## src/rtl/ea_pkg.sv

```systemverilog
package ea_pkg;
  typedef enum logic [3:0] {
    M_REG     = 4'd0,
    M_IMM     = 4'd1,
    M_ABS     = 4'd2,
    M_RIND    = 4'd3,
    M_MIND    = 4'd4,
    M_IDX     = 4'd5,
    M_BASE    = 4'd6,
    M_BASEOFF = 4'd7,
    M_REL     = 4'd8,
    M_AINC    = 4'd9,
    M_ADEC    = 4'd10
  } ea_mode_e;

  typedef enum logic {
    ST_IDLE = 1'b0,
    ST_MEM  = 1'b1
  } ea_state_e;
endpackage

```

## src/rtl/ea_calc.sv

```systemverilog
module ea_calc
  import ea_pkg::*;
#(
  parameter int AW         = 32,
  parameter int FW         = 16,
  parameter int WORD_BYTES = 4
) (
  input  logic [3:0]    mode_i,
  input  logic [FW-1:0] field_i,
  input  logic [AW-1:0] ri_val_i,
  input  logic [AW-1:0] rj_val_i,
  input  logic [AW-1:0] pc_i,
  output logic [AW-1:0] ea_o,
  output logic [AW-1:0] wb_o,
  output logic          wb_en_o,
  output logic          is_mem_o,
  output logic          is_imm_o,
  output logic          is_reg_o,
  output logic          illegal_o
);
  localparam int EXT_W = AW - FW;
  localparam logic [AW-1:0] STEP = AW'(WORD_BYTES);

  logic [AW-1:0] sext, zext;
  assign sext = {{EXT_W{field_i[FW-1]}}, field_i};
  assign zext = {{EXT_W{1'b0}}, field_i};

  always_comb begin
    ea_o      = '0;
    wb_o      = ri_val_i;
    wb_en_o   = 1'b0;
    is_mem_o  = 1'b0;
    is_imm_o  = 1'b0;
    is_reg_o  = 1'b0;
    illegal_o = 1'b0;
    case (mode_i)
      M_REG:     is_reg_o = 1'b1;
      M_IMM:     begin ea_o = sext; is_imm_o = 1'b1; end
      M_ABS:     ea_o = zext;
      M_RIND:    ea_o = ri_val_i;
      M_MIND:    begin ea_o = zext; is_mem_o = 1'b1; end
      M_IDX:     ea_o = sext + ri_val_i;
      M_BASE:    ea_o = ri_val_i + rj_val_i;
      M_BASEOFF: ea_o = sext + ri_val_i + rj_val_i;
      M_REL:     ea_o = sext + pc_i;
      M_AINC: begin
        ea_o    = ri_val_i;
        wb_o    = ri_val_i + STEP;
        wb_en_o = 1'b1;
      end
      M_ADEC: begin
        ea_o    = ri_val_i - STEP;
        wb_o    = ri_val_i - STEP;
        wb_en_o = 1'b1;
      end
      default:   illegal_o = 1'b1;
    endcase
  end

  always_comb begin
    a_flags_onehot_r11: assert ($onehot0({is_imm_o, is_reg_o, illegal_o, is_mem_o}));
  end
endmodule

```

## src/rtl/ea_ctrl.sv

```systemverilog
module ea_ctrl
  import ea_pkg::*;
#(
  parameter int AW         = 32,
  parameter int RIDX_W     = 3,
  parameter int WORD_BYTES = 4
) (
  input  logic              clk_i,
  input  logic              rst_ni,
  input  logic              start_i,
  input  logic [RIDX_W-1:0] ri_i,
  input  logic [AW-1:0]     calc_ea_i,
  input  logic [AW-1:0]     calc_wb_i,
  input  logic              calc_wb_en_i,
  input  logic              calc_mem_i,
  input  logic              calc_imm_i,
  input  logic              calc_reg_i,
  input  logic              calc_ill_i,
  input  logic              mem_rvalid_i,
  input  logic [AW-1:0]     mem_rdata_i,
  output logic              mem_req_o,
  output logic [AW-1:0]     mem_addr_o,
  output logic              wr_en_o,
  output logic [RIDX_W-1:0] wr_idx_o,
  output logic [AW-1:0]     wr_data_o,
  output logic              busy_o,
  output logic              done_o,
  output logic [AW-1:0]     ea_o,
  output logic              is_imm_o,
  output logic              is_reg_o,
  output logic              illegal_o
);
  localparam logic [AW-1:0] STEP = AW'(WORD_BYTES);

  ea_state_e         state_q;
  logic [AW-1:0]     addr_q, ea_q, wdata_q;
  logic [RIDX_W-1:0] widx_q;
  logic              done_q, wen_q, imm_q, reg_q, ill_q;

  always_ff @(posedge clk_i or negedge rst_ni) begin
    if (!rst_ni) begin
      state_q <= ST_IDLE;
      addr_q  <= '0;
      ea_q    <= '0;
      wdata_q <= '0;
      widx_q  <= '0;
      done_q  <= 1'b0;
      wen_q   <= 1'b0;
      imm_q   <= 1'b0;
      reg_q   <= 1'b0;
      ill_q   <= 1'b0;
    end else begin
      done_q <= 1'b0;
      wen_q  <= 1'b0;
      case (state_q)
        ST_IDLE: begin
          if (start_i) begin
            if (calc_mem_i) begin
              state_q <= ST_MEM;
              addr_q  <= calc_ea_i;
            end else begin
              done_q  <= 1'b1;
              ea_q    <= calc_ea_i;
              imm_q   <= calc_imm_i;
              reg_q   <= calc_reg_i;
              ill_q   <= calc_ill_i;
              wen_q   <= calc_wb_en_i;
              wdata_q <= calc_wb_i;
              widx_q  <= ri_i;
            end
          end
        end
        ST_MEM: begin
          if (mem_rvalid_i) begin
            state_q <= ST_IDLE;
            done_q  <= 1'b1;
            ea_q    <= mem_rdata_i;
            imm_q   <= 1'b0;
            reg_q   <= 1'b0;
            ill_q   <= 1'b0;
          end
        end
        default: state_q <= ST_IDLE;
      endcase
    end
  end

  assign mem_req_o  = (state_q == ST_MEM);
  assign busy_o     = (state_q == ST_MEM);
  assign mem_addr_o = addr_q;
  assign wr_en_o    = wen_q;
  assign wr_idx_o   = widx_q;
  assign wr_data_o  = wdata_q;
  assign done_o     = done_q;
  assign ea_o       = ea_q;
  assign is_imm_o   = imm_q;
  assign is_reg_o   = reg_q;
  assign illegal_o  = ill_q;

  p_wr_with_done_r9: assert property (@(posedge clk_i) disable iff (!rst_ni)
    wen_q |-> done_q);

  p_wr_step_r10: assert property (@(posedge clk_i) disable iff (!rst_ni)
    wen_q |-> ((wdata_q == ea_q + STEP) || (wdata_q == ea_q)));

  p_no_side_illegal_r11: assert property (@(posedge clk_i) disable iff (!rst_ni)
    (done_q && (ill_q || reg_q)) |-> (!wen_q && !mem_req_o));

  p_addr_hold_r5: assert property (@(posedge clk_i) disable iff (!rst_ni)
    (mem_req_o && !mem_rvalid_i) |=> (mem_req_o && $stable(addr_q)));

  p_mem_done_r5: assert property (@(posedge clk_i) disable iff (!rst_ni)
    (mem_req_o && mem_rvalid_i) |=> (done_q && !mem_req_o && $past(mem_rdata_i) == ea_q));
endmodule

```

## src/rtl/ea_unit.sv

```systemverilog
module ea_unit
  import ea_pkg::*;
#(
  parameter int AW         = 32,
  parameter int FW         = 16,
  parameter int RIDX_W     = 3,
  parameter int WORD_BYTES = 4
) (
  input  logic              clk_i,
  input  logic              rst_ni,
  input  logic              start_i,
  input  logic [3:0]        mode_i,
  input  logic [RIDX_W-1:0] ri_i,
  input  logic [RIDX_W-1:0] rj_i,
  input  logic [FW-1:0]     field_i,
  input  logic [AW-1:0]     pc_i,
  output logic [RIDX_W-1:0] rd_a_idx_o,
  input  logic [AW-1:0]     rd_a_data_i,
  output logic [RIDX_W-1:0] rd_b_idx_o,
  input  logic [AW-1:0]     rd_b_data_i,
  output logic              wr_en_o,
  output logic [RIDX_W-1:0] wr_idx_o,
  output logic [AW-1:0]     wr_data_o,
  output logic              mem_req_o,
  output logic [AW-1:0]     mem_addr_o,
  input  logic              mem_rvalid_i,
  input  logic [AW-1:0]     mem_rdata_i,
  output logic              busy_o,
  output logic              done_o,
  output logic [AW-1:0]     ea_o,
  output logic              is_imm_o,
  output logic              is_reg_o,
  output logic              illegal_o
);
  logic [AW-1:0] c_ea, c_wb;
  logic          c_wb_en, c_mem, c_imm, c_reg, c_ill;

  assign rd_a_idx_o = ri_i;
  assign rd_b_idx_o = rj_i;

  ea_calc #(.AW(AW), .FW(FW), .WORD_BYTES(WORD_BYTES)) u_calc (
    .mode_i    (mode_i),
    .field_i   (field_i),
    .ri_val_i  (rd_a_data_i),
    .rj_val_i  (rd_b_data_i),
    .pc_i      (pc_i),
    .ea_o      (c_ea),
    .wb_o      (c_wb),
    .wb_en_o   (c_wb_en),
    .is_mem_o  (c_mem),
    .is_imm_o  (c_imm),
    .is_reg_o  (c_reg),
    .illegal_o (c_ill)
  );

  ea_ctrl #(.AW(AW), .RIDX_W(RIDX_W), .WORD_BYTES(WORD_BYTES)) u_ctrl (
    .clk_i        (clk_i),
    .rst_ni       (rst_ni),
    .start_i      (start_i),
    .ri_i         (ri_i),
    .calc_ea_i    (c_ea),
    .calc_wb_i    (c_wb),
    .calc_wb_en_i (c_wb_en),
    .calc_mem_i   (c_mem),
    .calc_imm_i   (c_imm),
    .calc_reg_i   (c_reg),
    .calc_ill_i   (c_ill),
    .mem_rvalid_i (mem_rvalid_i),
    .mem_rdata_i  (mem_rdata_i),
    .mem_req_o    (mem_req_o),
    .mem_addr_o   (mem_addr_o),
    .wr_en_o      (wr_en_o),
    .wr_idx_o     (wr_idx_o),
    .wr_data_o    (wr_data_o),
    .busy_o       (busy_o),
    .done_o       (done_o),
    .ea_o         (ea_o),
    .is_imm_o     (is_imm_o),
    .is_reg_o     (is_reg_o),
    .illegal_o    (illegal_o)
  );

  p_start_one_cycle_r12: assert property (@(posedge clk_i) disable iff (!rst_ni)
    (start_i && !busy_o && !c_mem) |=> done_o);
endmodule

```

## config.mk

```make
export PLATFORM = sky130hd
export DESIGN_NAME = ea_unit
export DESIGN_NICKNAME = d
export VERILOG_FILES = /design/src/rtl/ea_pkg.sv /design/src/rtl/ea_calc.sv /design/src/rtl/ea_ctrl.sv /design/src/rtl/ea_unit.sv
export SDC_FILE = /design/constraint.sdc
export NUM_CORES = 1
export LEC_CHECK = 0
export BUFFER_PORTS_ARGS = -buffer_cell sky130_fd_sc_hd__buf_2
export CAP_MARGIN = 10
export CELL_PAD_IN_SITES_DETAIL_PLACEMENT = 1
export CELL_PAD_IN_SITES_GLOBAL_PLACEMENT = 2
export CORE_UTILIZATION = 32
export DETAILED_ROUTE_END_ITERATION = 6
export MAX_ROUTING_LAYER = met4
export PLACE_DENSITY = 0.9
export SYNTH_ARGS = -nofsm -noshare
export SYNTH_HDL_FRONTEND = slang
export SYNTH_SLANG_ARGS = --single-unit
export TNS_END_PERCENT = 5
```

## constraint.sdc

```tcl
create_clock -name clk_i -period 3.25 [get_ports clk_i]
set_input_delay 0.325 -clock clk_i [delete_from_list [all_inputs] [get_ports clk_i]]
set_output_delay 0.325 -clock clk_i [all_outputs]
set_load 0.03 [all_outputs]
```

==> results.json <==
{
  "fin_ws_ps": -986,
  "peakVddDrop_v": 0.000301,
  "grt-ovfl-total": 0,
  "synth_xor_area_frac": 0.0793,
  "final_layout_size_suffix_gt1_frac": 0.372,
  "grt_pass1_vias": 15000,
  "synthArstFlopShare": 1.00,
  "final_util": 0.469,
  "grt_setup_unrepaired": "true",
  "wl_per_cell_um": 22.7,
  "crit_path_cell_trace": "buf_8 -> ha_4 -> inv_2 -> fa_2 -> nor2b_2 -> o31a_1 -> o211ai_1 -> nand2_1 -> a31oi_2 -> xor2_2 -> o21ai_1 -> ha_1 -> a21o_1 -> a21oi_2 -> o21a_1 -> o31ai_4 -> buf_6 -> a211o_1 -> a22o_1 -> mux2i_1 -> a2111oi_2 -> a21oi_1",
  "cp_data_arrival_time_ps": 4520,
  "place_inst": 2578,
  "synth_edf_count": 0,
  "worstPathRequired_ps": 3530,
  "grt_max_degree": 57,
  "synth_area_leaders": "dfrtp_1, ha_1, o21ai_0",
  "muxShareOfSynthArea": 0.0312,
  "ys.flop_type": "dfrtp_1",
  "antenna_cells": 0,
  "slew_headroom": 0.447,
  "cellPowerDensity_nw_per_um2": 371,
  "synth_top_family_by_area": "compound AO/OA/AOI/OAI gates",
  "vias_per_cell": 5.60,
  "fmax_ghz": 0.236,
  "routed_wl_mm": 59.2,
  "syn_to_final_growth_pct": 44.1,
  "tritoncts": "yes",
  "path_buf_inv": 3,
  "ys_seq_area_frac": 0.220,
  "p_leak_nw": 8.35,
  "cp_max_fo": 3,
  "violations": "negative setup slack",
  "fin_worst_skew_ps": 16.5,
  "htreeDepth": 3,
  "coreArea_um2": 36700,
  "ys_types": 89,
  "cts.sinks": 105,
  "end_kind": "register",
  "drc_errors": 0,
  "hold_buffers": 0,
  "synthAdderAreaFrac": 0.109,
  "syn_inst": 1579,
  "gp_congestion": 1.01,
  "slew_violations": 0,
  "cts_max_path_buffers": 2,
  "cp_slowest_cell": "a2111oi_2",
  "ys_warn_count": 0,
  "vias": 14600,
  "start_kind": "primary input",
  "die_area_um2": 38100,
  "rows": 70,
  "io_pins": 270,
  "tightest_slew_ps": 829,
  "hold_class": "primary input to asynchronous set/reset pin",
  "cap_violations": 0,
  "cp_slowest_stage_delay_ps": 350,
  "fillCellCount": 4651,
  "synth_seq_cells": 105,
  "synth_top_cell_by_area": "dfrtp_1",
  "firstDrtPassIters": 5,
  "portBuffers": 263,
  "die_height_um": 195,
  "finalNonFillerCells": 2606,
  "status": "finished, violations left",
  "dieWidth_um": 195,
  "final.period_utilization": 1.30,
  "nets": 2393,
  "grt_pass1_wl_mm": 89.1,
  "drt-initial-drc-count": 985,
  "min_period_ps": 4240,
  "crit_type": "primary input to register",
  "cp_top_family": "compound AO/OA/AOI/OAI gates",
  "syn_nets": 1839,
  "synth_top_area_frac": 0.220,
  "cts-buffers-inserted": 9,
  "hpwl_mm": 48.2,
  "avgSynthCellArea_um2": 7.56,
  "synthSimpleGateAreaFrac": 0.221,
  "path_clk_slew_ps": 100,
  "clock-root-buffer": "clkbuf_16",
  "clock_latency_ps": 410,
  "hold_violations": 0,
  "synth-compound-area-share": 0.291,
  "setup_violations": 32,
  "start_util": 0.325,
  "ant_nets": 0,
  "synth.cell_area_um2": 11900,
  "power_mw": 6.38,
  "antenna_found_initial": 1,
  "grt_usage": 0.317,
  "pre_cts_ws_ps": -1730
}
-- final cells by class --
class	count	area, µm²	area share
Clock inverter	7	91.3	0.00531
Multi-Input combinational cell	1335	9300	0.541
Timing Repair Buffer	647	4230	0.246
Inverter	35	131	0.00764
Tap cell	468	586	0.0341
Sequential cell	105	2630	0.153
Clock buffer	9	225	0.0131
-- stage by stage --
stage / hold slack (ps) / area (µm²) / setup TNS (ps)
4_1_cts: 38.1 / 16900 / -16990
2_1_floorplan: 29.4 / 12000 / -18130
5_1_grt: 66.5 / 17200 / -23650
3_5_place_dp: 465 / 16300 / -38330
6_report: 4.90 / 17200 / -16770
3_3_place_gp: 453 / 16300 / -35480
-- synth_stat cells (22+ instances only) --
cell type  number
nand2_1       193
o21ai_0       157
a21oi_1       126
nor2_1        118
dfrtp_1       105
ha_1           99
clkbuf_1       85
xnor2_1        63
a21o_1         50
xor2_1         45
nand3_1        40
inv_1          34
nor3_1         29
a221oi_1       26
and3_1         24
and2_1         22
or3_1          22
-- worst reg2reg max path: stages (launching register included) --
cell	delay, ps
dfrtp_1	380
inv_1	130
nand2_1	120
a21oi_2	150
a21oi_1	130
clkinv_1	100
nand2_1	240
a221oi_1	410
o211ai_1	190
a2111oi_2	250
a21oi_1	110
-- state kept, by name, summed over array words and instances, names as in the netlist --
signal             cells
u_ctrl.ea_o           32
u_ctrl.mem_addr_o     32
u_ctrl.wr_data_o      32
u_ctrl.wr_idx_o        3
u_ctrl.busy_o          1
u_ctrl.done_o          1
u_ctrl.illegal_o       1
u_ctrl.is_imm_o        1
u_ctrl.is_reg_o        1
u_ctrl.wr_en_o         1
-- report_power, final --
part | internal [mW] | total [mW] | switching (mW)
Sequential | 1.50 | 1.62 | 0.116
Clock | 0.558 | 1.21 | 0.650
Combinational | 1.49 | 3.55 | 2.06
Total | 3.55 | 6.38 | 2.83
-- timing repair --
item	in CTS	in global routing
pin swaps	36	36
gates cloned	0	0
setup endpoints to repair	32	40
setup buffers	3	9
resized for setup	61	52
-- cells by family after synthesis --
| group | count (synthesis) |
|---|---|
| AO/OA/AOI/OAI | 547 |
| AND/OR/NAND/NOR | 543 |
| buffers and inverters | 139 |
| XOR/XNOR | 108 |
| flip-flops | 105 |
| adder cells (fa/ha/maj) | 102 |
| multiplexers | 35 |
-- cell usage in the layout, fill, tap and decap left out, drive strengths merged, types with 13 or more instances in the layout --
cell    count
a221oi     27
xor2       45
buf       647
nor2      118
a211oi     22
or3        23
nand3      40
o211ai     13
mux2i      17
a21oi     127
inv        37
ha         99
dfrtp     105
and3       24
o21ai     179
nor2b      16
a31oi      21
nand2b     17
and2       23
nand4      20
a21o       50
xnor2      63
mux2       18
nor3       31
nand2     194
-- routing by layer --
metal | wire length (µm) | global-route usage | vias to the layer above
li1 | - | - | 6917
met2 | 25700 | 0.480 | 503
met3 | 3710 | 0.0472 | 79
met5 | 0 | - | -
met1 | 28400 | 0.438 | 7100
met4 | 1380 | 0.0837 | 0
-- worst paths after layout --
check / startpoint / to / slack [ps] / cells after the start
hold / removal: rst_ni / u_ctrl.mem_addr_o[17]$_DFFE_PN0P_ / 5 / 1
max in group asynchronous: rst_ni / u_ctrl.wr_data_o[31]$_DFFE_PN0P_ / 2460 / 2
setup / recovery: field_i[0] / u_ctrl.ea_o[30]$_DFFE_PN0P_ / -990 / 22
hold reg to reg: u_ctrl.wr_idx_o[2]$_DFFE_PN0P_ / u_ctrl.wr_idx_o[2]$_DFFE_PN0P_ / 480 / 2
min in group clk_i: ri_i[2] / u_ctrl.wr_idx_o[2]$_DFFE_PN0P_ / 140 / 3
setup reg to reg: u_ctrl.busy_o$_DFF_PN0_ / u_ctrl.ea_o[30]$_DFFE_PN0P_ / 930 / 10
Note: power is estimated with default switching activity, not from simulation.
